[config.mk]
export PLATFORM = sky130hd
export DESIGN_NAME = exc_accept_ctrl
export DESIGN_NICKNAME = d
export VERILOG_FILES = /design/src/rtl/exc_ctrl_pkg.sv /design/src/rtl/exc_pend_flag.sv /design/src/rtl/exc_arbiter.sv /design/src/rtl/exc_save_regs.sv /design/src/rtl/exc_accept_ctrl.sv
export SDC_FILE = /design/constraint.sdc
export NUM_CORES = 1
export LEC_CHECK = 0
export ABC_AREA = 1
export BUFFER_PORTS_ARGS = -buffer_cell sky130_fd_sc_hd__buf_2
export CAP_MARGIN = 20
export CORE_MARGIN = 1
export CORE_UTILIZATION = 38
export DETAILED_ROUTE_END_ITERATION = 12
export PLACE_DENSITY = 0.85
export SYNTH_ARGS = -nofsm -noshare
export SYNTH_HDL_FRONTEND = slang
export SYNTH_SLANG_ARGS = --single-unit
[constraint.sdc]
create_clock -name clk -period 2.93 [get_ports clk]
set_input_delay 0 -clock clk [delete_from_list [all_inputs] [get_ports clk]]
set_output_delay 0 -clock clk [all_outputs]
set_load 0.01 [all_outputs]
[src/rtl/exc_ctrl_pkg.sv]
package exc_ctrl_pkg;
  typedef enum logic [1:0] {
    KIND_NONE = 2'd0,
    KIND_EXC  = 2'd1,
    KIND_NMI  = 2'd2,
    KIND_IRQ  = 2'd3
  } acc_kind_e;

  localparam int unsigned SRC_NMI = 0;
  localparam int unsigned SRC_IRQ = 1;
  localparam int unsigned NUM_SRC = 2;
endpackage

[src/rtl/exc_pend_flag.sv]
module exc_pend_flag (
  input  logic clk,
  input  logic rst_ni,
  input  logic req_i,
  input  logic take_i,
  input  logic flush_i,
  output logic eff_o
);
  logic pend_q, pend_d;

  assign eff_o = pend_q | req_i;

  always_comb begin
    pend_d = pend_q;
    if (flush_i)     pend_d = 1'b0;
    else if (take_i) pend_d = 1'b0;
    else if (req_i)  pend_d = 1'b1;
  end

  always_ff @(posedge clk or negedge rst_ni) begin
    if (!rst_ni) pend_q <= 1'b0;
    else         pend_q <= pend_d;
  end

  // a taken request leaves nothing parked
  p_take_clears_r10: assert property (@(posedge clk) disable iff (!rst_ni)
    take_i |=> !pend_q);
  // flush discards even a same-cycle request
  p_flush_clears_r4: assert property (@(posedge clk) disable iff (!rst_ni)
    flush_i |=> !pend_q);
endmodule

[src/rtl/exc_arbiter.sv]
module exc_arbiter
  import exc_ctrl_pkg::*;
#(
  parameter int unsigned        XLEN      = 32,
  parameter int unsigned        TYPE_W    = 6,
  parameter int unsigned        BL_BIT    = 28,
  parameter logic [TYPE_W-1:0]  UBRK_CODE = '1,
  parameter logic [XLEN-1:0]    RST_PC    = 32'hA000_0000,
  parameter logic [XLEN-1:0]    RST_SR    = 32'h7000_00F0
) (
  input  logic              clk,
  input  logic              rst_ni,
  input  logic              exc_req_i,
  input  logic [TYPE_W-1:0] exc_type_i,
  input  logic              nmi_eff_i,
  input  logic              irq_eff_i,
  input  logic              nmi_blk_take_i,
  input  logic              rte_i,
  input  logic [XLEN-1:0]   cur_sr_i,
  input  logic [XLEN-1:0]   vec_i,
  input  logic [XLEN-1:0]   spc_i,
  input  logic [XLEN-1:0]   ssr_i,
  output logic              acc_o,
  output acc_kind_e         kind_o,
  output logic              mrst_o,
  output logic              ubrk_o,
  output logic              take_nmi_o,
  output logic              take_irq_o,
  output logic              redir_o,
  output logic [XLEN-1:0]   redir_pc_o,
  output logic              sr_wr_o,
  output logic [XLEN-1:0]   sr_new_o
);
  localparam logic [XLEN-1:0] BL_MASK = XLEN'(1) << BL_BIT;

  logic blocked, is_ubrk, rte_take;
  assign blocked = cur_sr_i[BL_BIT];
  assign is_ubrk = (exc_type_i == UBRK_CODE);

  always_comb begin
    acc_o      = 1'b0;
    kind_o     = KIND_NONE;
    mrst_o     = 1'b0;
    ubrk_o     = 1'b0;
    rte_take   = 1'b0;
    take_nmi_o = 1'b0;
    take_irq_o = 1'b0;
    redir_o    = 1'b0;
    redir_pc_o = '0;
    sr_wr_o    = 1'b0;
    sr_new_o   = '0;
    if (exc_req_i) begin
      if (!blocked) begin
        acc_o  = 1'b1;
        kind_o = KIND_EXC;
      end else if (is_ubrk) begin
        ubrk_o = 1'b1;
      end else begin
        mrst_o     = 1'b1;
        redir_o    = 1'b1;
        redir_pc_o = RST_PC;
        sr_wr_o    = 1'b1;
        sr_new_o   = RST_SR;
      end
    end else if (rte_i) begin
      rte_take   = 1'b1;
      redir_o    = 1'b1;
      redir_pc_o = spc_i;
      sr_wr_o    = 1'b1;
      sr_new_o   = ssr_i;
    end else if (nmi_eff_i && (!blocked || nmi_blk_take_i)) begin
      acc_o      = 1'b1;
      kind_o     = KIND_NMI;
      take_nmi_o = 1'b1;
    end else if (irq_eff_i && !blocked) begin
      acc_o      = 1'b1;
      kind_o     = KIND_IRQ;
      take_irq_o = 1'b1;
    end
    if (acc_o) begin
      redir_o    = 1'b1;
      redir_pc_o = vec_i;
      sr_wr_o    = 1'b1;
      sr_new_o   = cur_sr_i | BL_MASK;
    end
  end

  // at most one action per cycle
  p_one_action_r9: assert property (@(posedge clk) disable iff (!rst_ni)
    $onehot0({mrst_o, ubrk_o, acc_o, rte_take}));
  // no ordinary interrupt is taken while blocked
  p_irq_held_r6: assert property (@(posedge clk) disable iff (!rst_ni)
    blocked |-> !take_irq_o);
  // user break never redirects
  p_ubrk_quiet_r5: assert property (@(posedge clk) disable iff (!rst_ni)
    ubrk_o |-> !redir_o && !sr_wr_o);
endmodule

[src/rtl/exc_save_regs.sv]
module exc_save_regs #(
  parameter int unsigned XLEN = 32
) (
  input  logic            clk,
  input  logic            rst_ni,
  input  logic            acc_i,
  input  logic            flush_i,
  input  logic [XLEN-1:0] pc_i,
  input  logic [XLEN-1:0] sr_i,
  output logic [XLEN-1:0] spc_o,
  output logic [XLEN-1:0] ssr_o
);
  logic [XLEN-1:0] spc_q, ssr_q, spc_d, ssr_d;
  logic            en;

  assign en = acc_i | flush_i;

  always_comb begin
    spc_d = flush_i ? '0 : pc_i;
    ssr_d = flush_i ? '0 : sr_i;
  end

  always_ff @(posedge clk or negedge rst_ni) begin
    if (!rst_ni) begin
      spc_q <= '0;
      ssr_q <= '0;
    end else if (en) begin
      spc_q <= spc_d;
      ssr_q <= ssr_d;
    end
  end

  assign spc_o = spc_q;
  assign ssr_o = ssr_q;

  // saved pair captures the accepting cycle's PC and SR
  p_save_on_accept_r2: assert property (@(posedge clk) disable iff (!rst_ni)
    acc_i && !flush_i |=> spc_q == $past(pc_i) && ssr_q == $past(sr_i));
  // reset request zeroes the saved pair
  p_flush_zero_r4: assert property (@(posedge clk) disable iff (!rst_ni)
    flush_i |=> spc_q == '0 && ssr_q == '0);
  // saved pair holds when idle
  p_hold_r2: assert property (@(posedge clk) disable iff (!rst_ni)
    !en |=> $stable(spc_q) && $stable(ssr_q));
endmodule

[src/rtl/exc_accept_ctrl.sv]
module exc_accept_ctrl
  import exc_ctrl_pkg::*;
#(
  parameter int unsigned       XLEN      = 32,
  parameter int unsigned       TYPE_W    = 6,
  parameter int unsigned       BL_BIT    = 28,
  parameter logic [TYPE_W-1:0] UBRK_CODE = '1,
  parameter logic [XLEN-1:0]   RST_PC    = 32'hA000_0000,
  parameter logic [XLEN-1:0]   RST_SR    = 32'h7000_00F0,
  parameter int unsigned       SYNC_LEN  = 2
) (
  input  logic              clk,
  input  logic              rst_n,
  input  logic              exc_req_i,
  input  logic [TYPE_W-1:0] exc_type_i,
  input  logic              irq_req_i,
  input  logic              nmi_req_i,
  input  logic              nmi_blk_take_i,
  input  logic              rte_i,
  input  logic [XLEN-1:0]   cur_pc_i,
  input  logic [XLEN-1:0]   cur_sr_i,
  input  logic [XLEN-1:0]   vec_i,
  output logic              redir_o,
  output logic [XLEN-1:0]   redir_pc_o,
  output logic              sr_wr_o,
  output logic [XLEN-1:0]   sr_new_o,
  output logic [1:0]        acc_kind_o,
  output logic [XLEN-1:0]   spc_o,
  output logic [XLEN-1:0]   ssr_o,
  output logic              mrst_o,
  output logic              ubrk_o
);
  logic [SYNC_LEN-1:0] rst_sync_q;
  logic                rst_int_n;

  always_ff @(posedge clk or negedge rst_n) begin
    if (!rst_n) rst_sync_q <= '0;
    else        rst_sync_q <= {rst_sync_q[SYNC_LEN-2:0], 1'b1};
  end
  assign rst_int_n = rst_sync_q[SYNC_LEN-1];

  logic [NUM_SRC-1:0] src_req, src_take, src_eff;
  logic               acc, mrst, take_nmi, take_irq;
  acc_kind_e          kind;

  assign src_req[SRC_NMI]  = nmi_req_i;
  assign src_req[SRC_IRQ]  = irq_req_i;
  assign src_take[SRC_NMI] = take_nmi;
  assign src_take[SRC_IRQ] = take_irq;

  for (genvar g = 0; g < NUM_SRC; g++) begin : g_pend
    exc_pend_flag u_flag (
      .clk     (clk),
      .rst_ni  (rst_int_n),
      .req_i   (src_req[g]),
      .take_i  (src_take[g]),
      .flush_i (mrst),
      .eff_o   (src_eff[g])
    );
  end

  exc_arbiter #(
    .XLEN(XLEN), .TYPE_W(TYPE_W), .BL_BIT(BL_BIT),
    .UBRK_CODE(UBRK_CODE), .RST_PC(RST_PC), .RST_SR(RST_SR)
  ) u_arb (
    .clk            (clk),
    .rst_ni         (rst_int_n),
    .exc_req_i      (exc_req_i),
    .exc_type_i     (exc_type_i),
    .nmi_eff_i      (src_eff[SRC_NMI]),
    .irq_eff_i      (src_eff[SRC_IRQ]),
    .nmi_blk_take_i (nmi_blk_take_i),
    .rte_i          (rte_i),
    .cur_sr_i       (cur_sr_i),
    .vec_i          (vec_i),
    .spc_i          (spc_o),
    .ssr_i          (ssr_o),
    .acc_o          (acc),
    .kind_o         (kind),
    .mrst_o         (mrst),
    .ubrk_o         (ubrk_o),
    .take_nmi_o     (take_nmi),
    .take_irq_o     (take_irq),
    .redir_o        (redir_o),
    .redir_pc_o     (redir_pc_o),
    .sr_wr_o        (sr_wr_o),
    .sr_new_o       (sr_new_o)
  );

  exc_save_regs #(.XLEN(XLEN)) u_save (
    .clk     (clk),
    .rst_ni  (rst_int_n),
    .acc_i   (acc),
    .flush_i (mrst),
    .pc_i    (cur_pc_i),
    .sr_i    (cur_sr_i),
    .spc_o   (spc_o),
    .ssr_o   (ssr_o)
  );

  assign acc_kind_o = kind;
  assign mrst_o     = mrst;

  // reset path always targets the fixed address
  p_mrst_target_r3: assert property (@(posedge clk) disable iff (!rst_int_n)
    mrst_o |-> redir_o && redir_pc_o == RST_PC && sr_new_o == RST_SR);
  // return reloads from the saved pair
  p_rte_restore_r8: assert property (@(posedge clk) disable iff (!rst_int_n)
    rte_i && !exc_req_i |-> redir_pc_o == spc_o && sr_new_o == ssr_o);
endmodule

==> report_table.html <==
<table>
<tr><th>Metric</th><th>Value</th></tr>
<tr><th colspan="2">Status</th></tr>
<tr><td>Outcome</td><td>complete, no violations</td></tr>
<tr><th colspan="2">Clock network</th></tr>
<tr><td>Clock-pin transition on the worst setup and hold timing paths</td><td>70 ps</td></tr>
<tr><td>Maximum clock path buffer count</td><td>2</td></tr>
<tr><td>Number of clock sinks seen by CTS</td><td>68</td></tr>
<tr><td>Number of gates resized after CTS</td><td>0</td></tr>
<tr><td>Clock tree from TritonCTS</td><td>built</td></tr>
<tr><td>Clock latency on the worst-skew pair</td><td>330 ps</td></tr>
<tr><td>Root Driver</td><td>sky130_fd_sc_hd__clkbuf_8</td></tr>
<tr><td>CTS buffer count</td><td>9</td></tr>
<tr><td># H-tree levels</td><td>3</td></tr>
<tr><th colspan="2">Drt</th></tr>
<tr><td>Final routed wire length divided by cell count</td><td>13.3 um</td></tr>
<tr><td>DR pass1 iterations</td><td>5</td></tr>
<tr><td>Drc violations</td><td>0</td></tr>
<tr><td>ANT nets after route</td><td>0</td></tr>
<tr><td>Total via count in the routed design</td><td>4349</td></tr>
<tr><td>Detailed-route wire length</td><td>12100 um</td></tr>
<tr><td>Number of design-rule violations left by the first detailed-router iteration</td><td>128</td></tr>
<tr><td>Routed via count divided by cell count</td><td>4.75</td></tr>
<tr><th colspan="2">Worst setup path</th></tr>
<tr><td>Endpoint type of the worst setup path</td><td>primary output</td></tr>
<tr><td>WP data required</td><td>2930 ps</td></tr>
<tr><td>Worst Setup Path Type</td><td>reg2out</td></tr>
<tr><td>Critical path's slowest cell</td><td>sky130_fd_sc_hd__buf_4</td></tr>
<tr><td>Critical Path, Cell by Cell</td><td>inv_1 &gt; nand2_1 &gt; nand3_2 &gt; nand3_4 &gt; buf_4 &gt; nand2_1 &gt; nand3_1 &gt; buf_2</td></tr>
<tr><td>WP buf/inv</td><td>3</td></tr>
<tr><td>CP startpoint kind</td><td>flip-flop</td></tr>
<tr><td>Library cell appearing most often on the critical path</td><td>sky130_fd_sc_hd__nand2_1</td></tr>
<tr><td>Critical Path Start</td><td>g_pend[0].u_flag.pend_q</td></tr>
<tr><td>Crit-path max cell delay</td><td>380 ps</td></tr>
<tr><td>Worst reg2reg startpoint</td><td>g_pend[0].u_flag.pend_q</td></tr>
<tr><td>CP Data Arrival Time</td><td>2100 ps</td></tr>
<tr><td>Largest delay share family, worst path</td><td>simple AND/OR/NAND/NOR gates</td></tr>
<tr><td>Reg2reg setup slack</td><td>1100 ps</td></tr>
<tr><td>Crit path max fanout</td><td>35</td></tr>
<tr><th colspan="2">Global routing</th></tr>
<tr><td>Vias in the first global route</td><td>4072</td></tr>
<tr><td>Wire length of the first global-routing pass</td><td>19000 um</td></tr>
<tr><td>Antenna violations before repair</td><td>0</td></tr>
<tr><td>Total congestion overflow</td><td>0</td></tr>
<tr><td>Maximum number of pins on one net before global-route repair</td><td>65</td></tr>
<tr><td>All-Layer GR Usage</td><td>23.5%</td></tr>
<tr><th colspan="2">Floorplan</th></tr>
<tr><td>Number of top-level pins</td><td>243</td></tr>
<tr><td>Height of the die</td><td>101 um</td></tr>
<tr><td>Starting density of the core</td><td>39.9%</td></tr>
<tr><td>Overall die width</td><td>101 um</td></tr>
<tr><td>Floorplan core area</td><td>0.00937 mm2</td></tr>
<tr><td>Count of standard-cell rows</td><td>35</td></tr>
<tr><td>Die area</td><td>0.0103 mm2</td></tr>
<tr><th colspan="2">Final layout</th></tr>
<tr><td>Post-synthesis to final-layout area growth</td><td>55.4%</td></tr>
<tr><td>Number of inserted filler cells in the final layout</td><td>776</td></tr>
<tr><td>Sequential cell area</td><td>0.00170 mm2</td></tr>
<tr><td>Layout cells sized above 1</td><td>39.9%</td></tr>
<tr><td>Most frequent cells in the layout</td><td>sky130_fd_sc_hd__nand2_1, sky130_fd_sc_hd__buf_2, sky130_fd_sc_hd__dfrtp_1</td></tr>
<tr><td>Multi-input logic area</td><td>0.00178 mm2</td></tr>
<tr><td>Commonest non-fill, non-tap cell in the layout</td><td>sky130_fd_sc_hd__nand2_1</td></tr>
<tr><td>Core occupancy in the finished layout</td><td>62.1%</td></tr>
<tr><td>Number of antenna cells inserted</td><td>0</td></tr>
<tr><td>Total Nets Final</td><td>893</td></tr>
<tr><th colspan="2">Timing</th></tr>
<tr><td>Aggregate negative setup slack</td><td>0 ps</td></tr>
<tr><td>Unrepaired setup endpoints after global routing</td><td>false</td></tr>
<tr><td>Transition time at the pin with the least slew margin</td><td>699 ps</td></tr>
<tr><td>Crit share post-route</td><td>71.7%</td></tr>
<tr><td>Worst relative slew slack</td><td>53.4%</td></tr>
<tr><td>Shortest period the worst path allows</td><td>2100 ps</td></tr>
<tr><td>Worst hold slack across all endpoints</td><td>45.9 ps</td></tr>
<tr><td>Final setup skew</td><td>8.35 ps</td></tr>
<tr><td>Upper clock frequency limit</td><td>0.476 GHz</td></tr>
<tr><td>Final Slew Violations</td><td>0</td></tr>
<tr><td>Final Hold Fails</td><td>0</td></tr>
<tr><td>Number of setup violations in the final report</td><td>0</td></tr>
<tr><th colspan="2">Placement</th></tr>
<tr><td>Port bufs</td><td>242</td></tr>
<tr><td>Final HPWL DP</td><td>7860 um</td></tr>
<tr><td>Final weighted congestion in routability-driven placement</td><td>0.781</td></tr>
<tr><th colspan="2">Synth</th></tr>
<tr><td>Number of warnings printed during yosys synthesis</td><td>0</td></tr>
<tr><td>Gate count after technology mapping</td><td>489</td></tr>
<tr><td>Synth Cell Area</td><td>0.00374 mm2</td></tr>
<tr><td>Syn nets</td><td>598</td></tr>
<tr><td>Mean instance size in the synthesized netlist</td><td>7.66 um2</td></tr>
<tr><td>Number of library cell types mapped by synthesis</td><td>19</td></tr>
<tr><td>Number of flip-flops and latches in the synthesized netlist</td><td>68</td></tr>
<tr><td>Share of the yosys chip area belonging to registers</td><td>45.5%</td></tr>
<tr><th colspan="2">Hold path</th></tr>
<tr><td>Worst Hold Launch</td><td>irq_req_i</td></tr>
<tr><td>Worst hold path class</td><td>in2reg</td></tr>
<tr><th colspan="2">Pwr</th></tr>
<tr><td>Pwr Total</td><td>2.72 mW</td></tr>
<tr><td>Leak Pwr</td><td>3.47 nW</td></tr>
<tr><td>Cell area power density</td><td>467 mW/mm2</td></tr>
<tr><td>Highest ir drop seen on vdd</td><td>0.262 mV</td></tr>
<tr><th colspan="2">Run</th></tr>
<tr><td>Maximum Capacitance Violations</td><td>0</td></tr>
</table>
-- per-stage QoR --
stage | instance area [um2] | worst slack (ps) | std cells
after floorplan | 3740 | 896 | 489
after global placement | 4990 | 1180 | 836
after detailed placement | 4990 | 1130 | 836
after CTS | 5820 | 841 | 915
after global routing | 5820 | 652 | 915
final | 5820 | 829 | 915
-- state kept, by name (all words and copies together) (netlist names) --
name                  flops
g_pend.u_flag.pend_q      2
u_save.spc_o             32
u_save.ssr_o             32
rst_sync_q                2
-- cell type report --
cell class                 instances  area share, %
clock inverter                     2          0.215
multi-input combinational        378           30.6
sequential                        68           29.3
inverter                          11          0.710
tap                              129           2.77
timing repair buffer             316           33.8
clock buffer                      11           2.60
-- worst register-to-register path, delay by kind of cell, from the launching register on --
| family | cells | cell delay [ps] |
|---|---|---|
| buf+inv | 2 | 470 |
| simple gates | 6 | 940 |
| flops | 1 | 360 |
-- timing repair --
action | CTS | global route
buffers inserted | 0 | 0
setup endpoints to repair | 0 | 0
hold endpoints to repair | 66 | 0
hold buffers | 66 | 0
-- per-layer routing --
layer  part of all wire (%)  GRT usage [%]  routed length (um)
met1                     40           26.8                4870
met4                    2.5           9.48                 302
met2                     51           43.5                6190
met3                    6.4           4.07                 776
met5                      0              0                   0
-- worst paths after layout --
kind / depth (start not counted) / to
setup / recovery: 8 / sr_new_o[7]
hold reg to reg: 0 / u_save.ssr_o[11]
min in group asynchronous: 0 / u_save.ssr_o[11]
setup reg to reg: 8 / u_save.ssr_o[18]
hold / removal: 5 / g_pend[1].u_flag.pend_q
max in group asynchronous: 1 / u_save.spc_o[13]
-- cells in the mapped netlist (all sizes together) --
library cell / n / share of area (%)
buf: 27 / 5.9
clkbuf: 5 / 0.50
conb: 1 / 0.10
dfrtp: 68 / 45
inv: 11 / 1.1
nand2: 290 / 29
nand3: 77 / 16
nor2: 8 / 1.3
o211ai: 1 / 0.20
o21ai: 1 / 0.13
-- power breakdown --
part           internal, mW  switching [mW]  total [mW]
clock network         0.338           0.333       0.672
logic                 0.381           0.485       0.865
registers              1.06           0.122        1.18
-- logic make-up after synthesis --
group | count (synthesis) | synth area share (%)
and+or+nand+nor | 375 | 46.6
DFF | 68 | 45.5
buffers and inverters | 43 | 7.52
AOI/OAI and AO/OA | 2 | 0.334
other | 1 | 0.100
Power figures use the tool's default switching activity.
